## src/rtl/nr_div_pkg.sv

```systemverilog
// Package nr_div_pkg
// Types shared by the Newton-Raphson divider and the constant function
// that computes its seed table while the design is built.
// Assumes: the seed index covers the fraction bits after the leading one,
// and (SEED_FRAC + IDX_BITS + 1) < 32 so the numerator fits in 32 bits.
package nr_div_pkg;

    // Operand pairing applied to the single shared multiplier.
    typedef enum logic [1:0] {
        MSEL_BX = 2'd0,   // divisor * reciprocal estimate
        MSEL_XC = 2'd1,   // reciprocal estimate * (2 - product)
        MSEL_AX = 2'd2    // dividend * refined reciprocal
    } mul_sel_e;

    // Sequencer states.
    typedef enum logic [2:0] {
        ST_IDLE = 3'd0,
        ST_PROD = 3'd1,
        ST_CORR = 3'd2,
        ST_QUOT = 3'd3,
        ST_DONE = 3'd4
    } nr_state_e;

    // Reciprocal of the centre of seed interval idx, with frac_bits fraction bits.
    // Interval centre = (2^(idx_bits+1) + 2*idx + 1) / 2^(idx_bits+1).
    function automatic int unsigned seed_value(input int unsigned idx,
                                               input int unsigned idx_bits,
                                               input int unsigned frac_bits);
        int unsigned num;
        int unsigned den;
        num = 32'd1 << (frac_bits + idx_bits + 32'd1);
        den = (32'd1 << (idx_bits + 32'd1)) + (32'd2 * idx) + 32'd1;
        return num / den;
    endfunction

endpackage

```

## src/rtl/nr_seed_rom.sv

```systemverilog
// Module nr_seed_rom
// Read-only table of initial reciprocal estimates. Every entry is computed
// while the design is built by nr_div_pkg::seed_value, so the table needs no
// data file. Entry i approximates 1/(1 + (i + 0.5)/2^IDX_BITS) and has
// SEED_FRAC fraction bits.
// Assumes: idx is the IDX_BITS fraction bits just below the divisor's
// leading one. All entries lie in (0.5, 1), so the top bit is always set.
module nr_seed_rom
    import nr_div_pkg::*;
#(
    parameter int IDX_BITS  = 8,
    parameter int SEED_FRAC = 16
) (
    input  logic [IDX_BITS-1:0]  idx,
    output logic [SEED_FRAC-1:0] seed
);

    localparam int ENTRIES = 1 << IDX_BITS;

    logic [SEED_FRAC-1:0] seed_tbl [ENTRIES];

    // Fill one constant entry per index.
    for (genvar g = 0; g < ENTRIES; g++) begin : g_entry
        localparam int unsigned VAL =
            seed_value(int'(g), IDX_BITS, SEED_FRAC);
        assign seed_tbl[g] = SEED_FRAC'(VAL);
    end

    // Look up the entry for the current divisor.
    assign seed = seed_tbl[idx];

    // Every seed lies in (0.5, 1), so its leading fraction bit is set.
    always_comb begin
        AST_SEED_NORMALIZED: assert (seed[SEED_FRAC-1] == 1'b1);
    end

endmodule

```

## src/rtl/nr_mul_unit.sv

```systemverilog
// Module nr_mul_unit
// The one multiplier the divider shares between all its steps. It selects
// the operand pair for the current step, forms the full 2W-bit product and
// truncates it back to Q1.(W-1). The correction term 2 - p is the W-bit
// two's complement of p, because in Q1.(W-1) the value 2 equals 2^W.
// Assumes: every operand pair has a product below 2.0. Operands are
// normalized and the estimate is close to 1/b.
module nr_mul_unit
    import nr_div_pkg::*;
#(
    parameter int OPW = 32,
    parameter int W   = OPW + 2
) (
    input  mul_sel_e         sel,
    input  logic [OPW-1:0]   op_a,
    input  logic [OPW-1:0]   op_b,
    input  logic [W-1:0]     x,
    input  logic [W-1:0]     p,
    output logic [W-1:0]     res
);

    localparam int FRAC = W - 1;
    localparam int PAD  = W - OPW;
    localparam int PW   = 2 * W;

    logic [W-1:0]  corr;
    logic [W-1:0]  mul_l;
    logic [W-1:0]  mul_r;
    logic [PW-1:0] prod;
    logic          unused_prod_bits;

    // Form 2 - p as the W-bit two's complement of p.
    always_comb begin
        corr = (~p) + W'(1);
    end

    // Route the operand pair for the requested step to the multiplier.
    always_comb begin
        unique case (sel)
            MSEL_BX: begin
                mul_l = {op_b, {PAD{1'b0}}};
                mul_r = x;
            end
            MSEL_XC: begin
                mul_l = x;
                mul_r = corr;
            end
            MSEL_AX: begin
                mul_l = {op_a, {PAD{1'b0}}};
                mul_r = x;
            end
            default: begin
                mul_l = '0;
                mul_r = '0;
            end
        endcase
    end

    // Full-width product, truncated back to Q1.(W-1).
    always_comb begin
        prod = {{W{1'b0}}, mul_l} * {{W{1'b0}}, mul_r};
        res  = prod[FRAC+W-1:FRAC];
    end

    // Discarded low fraction bits and the always-zero top bit.
    assign unused_prod_bits = ^{prod[PW-1], prod[FRAC-1:0]};

endmodule

```

## src/rtl/nr_ctrl.sv

```systemverilog
// Module nr_ctrl
// Controller for the divider. From idle it accepts one start request.
// It then issues ITERS refinement rounds, each made of a product step and
// a correction step, followed by one quotient step and one done cycle.
// It decodes the register write enables and the multiplier operand choice
// for the datapath.
// Assumes: ITERS >= 1. start is ignored in every state except idle.
module nr_ctrl
    import nr_div_pkg::*;
#(
    parameter int ITERS = 2
) (
    input  logic     clk,
    input  logic     rst_n,
    input  logic     start,
    output logic     capture,
    output mul_sel_e sel,
    output logic     wr_p,
    output logic     wr_x,
    output logic     wr_q,
    output logic     busy,
    output logic     done
);

    localparam int ITW = (ITERS > 1) ? $clog2(ITERS) : 1;
    localparam logic [ITW-1:0] LAST_ITER = ITW'(ITERS - 1);

    nr_state_e      state_q;
    nr_state_e      state_d;
    logic [ITW-1:0] iter_q;
    logic [ITW-1:0] iter_d;

    // State and iteration registers with synchronous reset.
    always_ff @(posedge clk) begin
        if (!rst_n) begin
            state_q <= ST_IDLE;
            iter_q  <= '0;
        end else begin
            state_q <= state_d;
            iter_q  <= iter_d;
        end
    end

    // Next-state logic: product, then correction, repeated; then quotient.
    always_comb begin
        state_d = state_q;
        iter_d  = iter_q;
        unique case (state_q)
            ST_IDLE: begin
                if (start) begin
                    state_d = ST_PROD;
                    iter_d  = '0;
                end
            end
            ST_PROD: state_d = ST_CORR;
            ST_CORR: begin
                if (iter_q == LAST_ITER) begin
                    state_d = ST_QUOT;
                end else begin
                    state_d = ST_PROD;
                    iter_d  = iter_q + ITW'(1);
                end
            end
            ST_QUOT: state_d = ST_DONE;
            ST_DONE: state_d = ST_IDLE;
            default: state_d = ST_IDLE;
        endcase
    end

    // Decode datapath strobes and multiplier routing from the state.
    always_comb begin
        capture = (state_q == ST_IDLE) && start;
        wr_p    = (state_q == ST_PROD);
        wr_x    = (state_q == ST_CORR);
        wr_q    = (state_q == ST_QUOT);
        busy    = (state_q != ST_IDLE);
        done    = (state_q == ST_DONE);
        unique case (state_q)
            ST_CORR: sel = MSEL_XC;
            ST_QUOT: sel = MSEL_AX;
            default: sel = MSEL_BX;
        endcase
    end

    // A request made while idle is taken up on the next cycle.
    AST_IDLE_START_ACCEPTED: assert property (@(posedge clk) disable iff (!rst_n)
        (!busy && start) |=> busy);

    // Completion lasts one cycle and is followed by idle.
    AST_DONE_SINGLE_CYCLE: assert property (@(posedge clk) disable iff (!rst_n)
        done |=> (!done && !busy));

endmodule

```

## src/rtl/nr_recip_div.sv

```systemverilog
// Module nr_recip_div (top)
// Multiplicative divider for normalized significands in [1,2). It loads a
// table seed for 1/b and refines it ITERS times with x' = x*(2 - b*x) on one
// shared multiplier. It then forms a*x as the quotient. Results stay
// registered until the next accepted start.
// Assumes: bit OPW-1 of both operands is set. The quotient may be one unit
// in the last place below or above the truncated exact value.
module nr_recip_div
    import nr_div_pkg::*;
#(
    parameter int OPW       = 32,
    parameter int IDX_BITS  = 8,
    parameter int SEED_FRAC = 16,
    parameter int ITERS     = 2
) (
    input  logic             clk,
    input  logic             rst_n,
    input  logic             start,
    input  logic [OPW-1:0]   dividend,
    input  logic [OPW-1:0]   divisor,
    output logic             busy,
    output logic             done,
    output logic [OPW-1:0]   quotient,
    output logic [OPW+1:0]   recip
);

    localparam int W    = OPW + 2;
    localparam int FRAC = W - 1;
    localparam int LAT  = 2 * ITERS + 1;
    localparam int LCW  = $clog2(LAT + 1);
    localparam logic [W-1:0] ONE_Q = W'(1) << FRAC;
    localparam logic [W-1:0] TOL_Q = W'(1) << (FRAC - 7);

    logic             capture;
    mul_sel_e         sel;
    logic             wr_p;
    logic             wr_x;
    logic             wr_q;
    logic [OPW-1:0]   a_q;
    logic [OPW-1:0]   b_q;
    logic [W-1:0]     x_q;
    logic [W-1:0]     p_q;
    logic [OPW-1:0]   q_q;
    logic [W-1:0]     res;
    logic [SEED_FRAC-1:0] seed;
    logic [W-1:0]     seed_x;
    logic [LCW-1:0]   lat_cnt;

    nr_ctrl #(
        .ITERS (ITERS)
    ) u_ctrl (
        .clk     (clk),
        .rst_n   (rst_n),
        .start   (start),
        .capture (capture),
        .sel     (sel),
        .wr_p    (wr_p),
        .wr_x    (wr_x),
        .wr_q    (wr_q),
        .busy    (busy),
        .done    (done)
    );

    nr_seed_rom #(
        .IDX_BITS  (IDX_BITS),
        .SEED_FRAC (SEED_FRAC)
    ) u_seed (
        .idx  (divisor[OPW-2 -: IDX_BITS]),
        .seed (seed)
    );

    nr_mul_unit #(
        .OPW (OPW),
        .W   (W)
    ) u_mul (
        .sel  (sel),
        .op_a (a_q),
        .op_b (b_q),
        .x    (x_q),
        .p    (p_q),
        .res  (res)
    );

    // Place the seed into Q1.(W-1): no integer bit, then the seed's fraction bits.
    assign seed_x = {1'b0, seed, {(FRAC - SEED_FRAC){1'b0}}};

    // Datapath registers: operands, estimate, product and quotient.
    always_ff @(posedge clk) begin
        if (!rst_n) begin
            a_q <= '0;
            b_q <= '0;
            x_q <= '0;
            p_q <= '0;
            q_q <= '0;
        end else begin
            if (capture) begin
                a_q <= dividend;
                b_q <= divisor;
                x_q <= seed_x;
            end
            if (wr_p) p_q <= res;
            if (wr_x) x_q <= res;
            if (wr_q) q_q <= res[W-1:W-OPW];
        end
    end

    assign quotient = q_q;
    assign recip    = x_q;

    // Cycles elapsed since the accepting edge, for the latency check.
    always_ff @(posedge clk) begin
        if (!rst_n) begin
            lat_cnt <= '0;
        end else if (capture) begin
            lat_cnt <= '0;
        end else if (busy && (lat_cnt != LCW'(LAT))) begin
            lat_cnt <= lat_cnt + LCW'(1);
        end
    end

    // Operands captured at acceptance stay frozen for the whole operation.
    AST_OPERANDS_FROZEN: assert property (@(posedge clk) disable iff (!rst_n)
        busy |=> ($stable(a_q) && $stable(b_q)));

    // Each correction step uses a product close to one.
    AST_PROD_NEAR_ONE: assert property (@(posedge clk) disable iff (!rst_n)
        wr_x |-> ((p_q >= ONE_Q - TOL_Q) && (p_q <= ONE_Q + TOL_Q)));

    // Completion arrives a fixed number of cycles after acceptance.
    AST_DONE_LATENCY: assert property (@(posedge clk) disable iff (!rst_n)
        done |-> (lat_cnt == LCW'(LAT)));

    // Results hold from completion until another request is accepted.
    AST_RESULT_HOLD: assert property (@(posedge clk) disable iff (!rst_n)
        (done || (!busy && !start)) |=> ($stable(quotient) && $stable(recip)));

endmodule

```

## config.mk

```make
export PLATFORM = sky130hd
export DESIGN_NAME = nr_recip_div
export DESIGN_NICKNAME = d
export VERILOG_FILES = /design/src/rtl/nr_div_pkg.sv /design/src/rtl/nr_seed_rom.sv /design/src/rtl/nr_mul_unit.sv /design/src/rtl/nr_ctrl.sv /design/src/rtl/nr_recip_div.sv
export SDC_FILE = /design/constraint.sdc
export NUM_CORES = 2
export LEC_CHECK = 0
export BUFFER_PORTS_ARGS = -buffer_cell sky130_fd_sc_hd__buf_2
export CORE_ASPECT_RATIO = 2
export CORE_MARGIN = 4
export CORE_UTILIZATION = 34
export DETAILED_ROUTE_END_ITERATION = 16
export PLACE_DENSITY_LB_ADDON = 0.3
export SLEW_MARGIN = 20
export SYNTH_ARGS = -nofsm -noshare
export SYNTH_HDL_FRONTEND = slang
export SYNTH_SLANG_ARGS = --single-unit
```

## constraint.sdc

```tcl
create_clock -name clk -period 11.4 [get_ports clk]
set_input_delay 2.28 -clock clk [delete_from_list [all_inputs] [get_ports clk]]
set_output_delay 2.28 -clock clk [all_outputs]
set_load 0.01 [all_outputs]
```

==> summary.md <==
| Metric | Value |
|---|---|
| Placement Setup Slack | `0.597 ns` |
| Delay-heaviest family, CP | `adder cells` |
| Biggest cell delay along the critical path | `approximately 0.82 ns` |
| Routed WL | `about 230 mm` |
| Avg WL per Cell | `a little under 30 um` |
| Worst Tran Pin Value | `1.25 ns` |
| DRC errors left | `0` |
| PostCTS Resize Cnt | `0` |
| FF+latch count, synth | `168` |
| Max-slew violation count | `0` |
| Met2 GRT Util | `56.6%` |
| Synth Area in Compound Gates | `between 10% and 20%` |
| Crit path buffers/inverters | `9` |
| Number of nets in the layout | `7256` |
| CORE AREA | `138000 sq um` |
| PnR worst setup slack | `0.429 ns` |
| Met3 Usage GRT | `4.63%` |
| Syn Inst Count | `5847` |
| Commonest non-fill, non-tap cells in the layout | `nand2_1 (1181), inv_1 (1122), fa_1 (1018)` |
| CTS H-Tree Depth | `4` |
| Die height | `535 um` |
| Chip width | `272 um` |
| Worst Path Max Fanout | `14` |
| Syn nets | `7228` |
| Max Cap Violations | `0` |
| Antenna viol nets, final | `0` |
| Vias/cell | `5.48` |
| Synth warnings | `0` |
| Mapped Area | `between 40000 and 50000 sq um` |
| Relative slew slack | `15.7%` |
| Grt ovf | `0` |
| Clock Pin Slew Worst Setup and Hold Paths | `0.07 ns` |
| Met1 Resource Use GR | `28.8%` |
| HPWL after DPL | `about 190 mm` |
| CP max stage cell | `fa_1` |
| Post-synth cell types | `88` |
| Top Ports | `135` |
| Main combinational cell family by area after synthesis | `adder cells` |
| Hold_buf cts | `0` |
| Row cnt | `193` |
| Clock buffer depth | `2` |
| Routability cong. | `1.03` |
| Period utilization | `a little over nine tenths` |
| Num CTS Buffers | `17` |
| CP endpoint kind | `flop` |
| Worst Skew | `0.00983 ns` |
| Startpoint types | `flop` |
| Fin crit period | `10.97 ns` |
| Area Growth Syn to Fin | `9.30%` |
| Initial antenna violation count | `14` |
| Cell Pwr Density | `113 nW/um^2` |
| Leakage Power | `23.6 nW` |
| Post-synth EDFFs | `0` |
| First-pass GRT wire length | `327 mm` |
| Inst Count DP | `slightly below 8000` |
| Commonest non-fill, non-tap cell in the layout | `nand2_1` |
| Worst skew pair latency | `0.45 ns` |
| Most used cell, CP | `fa_1` |
| Post-synthesis sequential area ratio | `7.11%` |
| GRT busiest layer | `met2` |
| Final hold vios | `0` |
| TritonCTS clock tree | `done` |
| Multiplexer area fraction after synthesis | `1.23%` |
| Tightest Hold Check Type | `reg2reg` |
| Critical Path RT | `11.78 ns` |
| Post-CTS setup repair buffer count | `0` |
| Status | `finished, final reports clean` |
| Async set or reset register ratio after synthesis | `0%` |
| Worst IR Drop VDD | `0.128 mV` |
| Achievable Freq | `0.0912 GHz` |
| Largest net degree at the start of global routing | `around 120` |
| Die area | `145000 sq um` |
| Initial DRC count | `3316` |
| Synth Area in Simple Gates | `17.0%` |
| Starting density of the core | `34.2%` |
| TNS Setup | `0 ns` |
| Post-synthesis xor/xnor area fraction | `1.35%` |
| Crit path arrival time | `11.35 ns` |
| Vias in the first global route | `46100` |
| Share of layout cells above drive strength 1 | `8.36%` |
| Avg Cell Area, Syn | `approximately 8.1 sq um` |
| I/O Buffers | `134` |
| Pre-antenna DRT Iters | `8` |
| CTS root buf | `clkbuf_16` |
| Tot GR Track Use | `31.5%` |
| Final cell count without fillers | `7748` |
| WS Path Type | `reg2reg` |
| Post-Synth Adder-Cell Area | `50.9%` |
| RSZ-0062 raised after global routing | `false` |
| Vias | `42500` |
| CTS Sinks | `168` |
| Top FF cell, synth | `dfxtp_1` |
| Final setup fails | `0` |
==> stage by stage <==
| stage | util [%] | power [mW] | hold WS, ns | cell area (sq um) |
|---|---|---|---|---|
| 3_3_place_gp | 36.9 | 5.17 | 0.442 | 51100 |
| 3_5_place_dp | 36.9 | 5.18 | 0.447 | 51100 |
| 6_report | 37.4 | 5.82 | 0.455 | 51700 |
| 4_1_cts | 37.3 | 5.78 | 0.456 | 51600 |
| 2_1_floorplan | - | 3.12 | 0.436 | 47300 |
| 5_1_grt | 37.4 | 6.13 | 0.472 | 51700 |
==> worst paths after layout <==
| path | startpoint | cells past startpoint | slack (ns) | to |
|---|---|---|---|---|
| setup / recovery | p_q[2]$_SDFFE_PN0P_ | 34 | 0.43 | quotient[27]$_SDFFE_PN0P_ |
| hold / removal | b_q[16]$_SDFFE_PN0P_ | 2 | 0.46 | b_q[16]$_SDFFE_PN0P_ |
| setup reg to reg | p_q[2]$_SDFFE_PN0P_ | 34 | 0.43 | quotient[27]$_SDFFE_PN0P_ |
| hold reg to reg | b_q[16]$_SDFFE_PN0P_ | 2 | 0.46 | b_q[16]$_SDFFE_PN0P_ |
==> cell type report <==
type | count | area, sq um
fill | 14500 | 86700
multi-input combinational | 4201 | 38700
inverter | 1127 | 4230
sequential | 168 | 3360
timing repair buffer | 360 | 2510
tap | 1852 | 2320
clock buffer | 20 | 457
clock inverter | 11 | 115
antenna | 9 | 22.5
==> worst reg2reg max path: cells and delay by family (launching register included) <==
| family | cells | cell delay (ns) |
|---|---|---|
| adders and majority gates | 9 | 4.65 |
| and+or+nand+nor | 11 | 3.22 |
| buffers and inverters | 9 | 1.17 |
| AOI/OAI and AO/OA | 4 | 1.07 |
| xor gates and xnor gates | 1 | 0.43 |
| DFF | 1 | 0.35 |
==> flip-flops by register name, indices dropped and copies added, names as in the netlist <==
| register | cells |
|---|---|
| quotient | 32 |
| u_ctrl.state_q | 3 |
| recip | 34 |
| b_q | 32 |
| u_ctrl.iter_q | 1 |
| a_q | 32 |
| p_q | 34 |
==> power breakdown <==
part / internal, mW / leakage, nW / total, mW / switching [mW]
Combinational: 1.39 / 22.0 / 4.53 / 3.14
Sequential: 0.637 / 1.37 / 0.708 / 0.0705
Clock: 0.316 / 0.273 / 0.583 / 0.267
==> routing by layer <==
layer  share of wire, %  vias to the layer above
met5             0.0083                        -
met4                 14                        4
met3                5.3                      908
met2                 51                     1864
met1                 30                    21700
li1                   -                    18000
==> cell usage after synthesis (11+ instances only) <==
master       n  area, sq um
xor2_1      34          298
nand2_1   1182         4440
or3_1       15         93.8
o31ai_1     11         82.6
ha_1       296         3700
o22ai_1     21          131
o21ai_0    165          826
o21ai_1     36          180
fa_1      1018        20400
dfxtp_1    168         3360
a221oi_1    16          140
inv_1     1124         4220
or2_2       16          100
nor2_1     473         1780
mux2i_1     39          390
a211oi_1    32          240
o21bai_1    11         82.6
a31oi_1     32          200
clkbuf_1   296         1110
and2_1      17          106
a21oi_1    285         1430
o221ai_1    12          105
buf_2       16         80.1
and3_1      11         68.8
buf_1       33          124
nand2b_1    32          200
a21o_1      43          323
nand3_1     89          445
o211ai_1    18          135
o21a_1      42          315
nand4_1     24          150
xnor2_1     34          298
a311oi_1    13          114
nor3_1      41          205
==> cell families (layout without fill, tap and decap cells) <==
group           count (synthesis)  count (layout)
other cells                     0               9
fa+ha+maj                    1314            1314
buf+inv                      1478            1518
flops                         168             168
compound gates                812             812
simple gates                 1957            1957
mux                            48              48
xor+xnor                       70              70
Power figures use the tool's default switching activity.
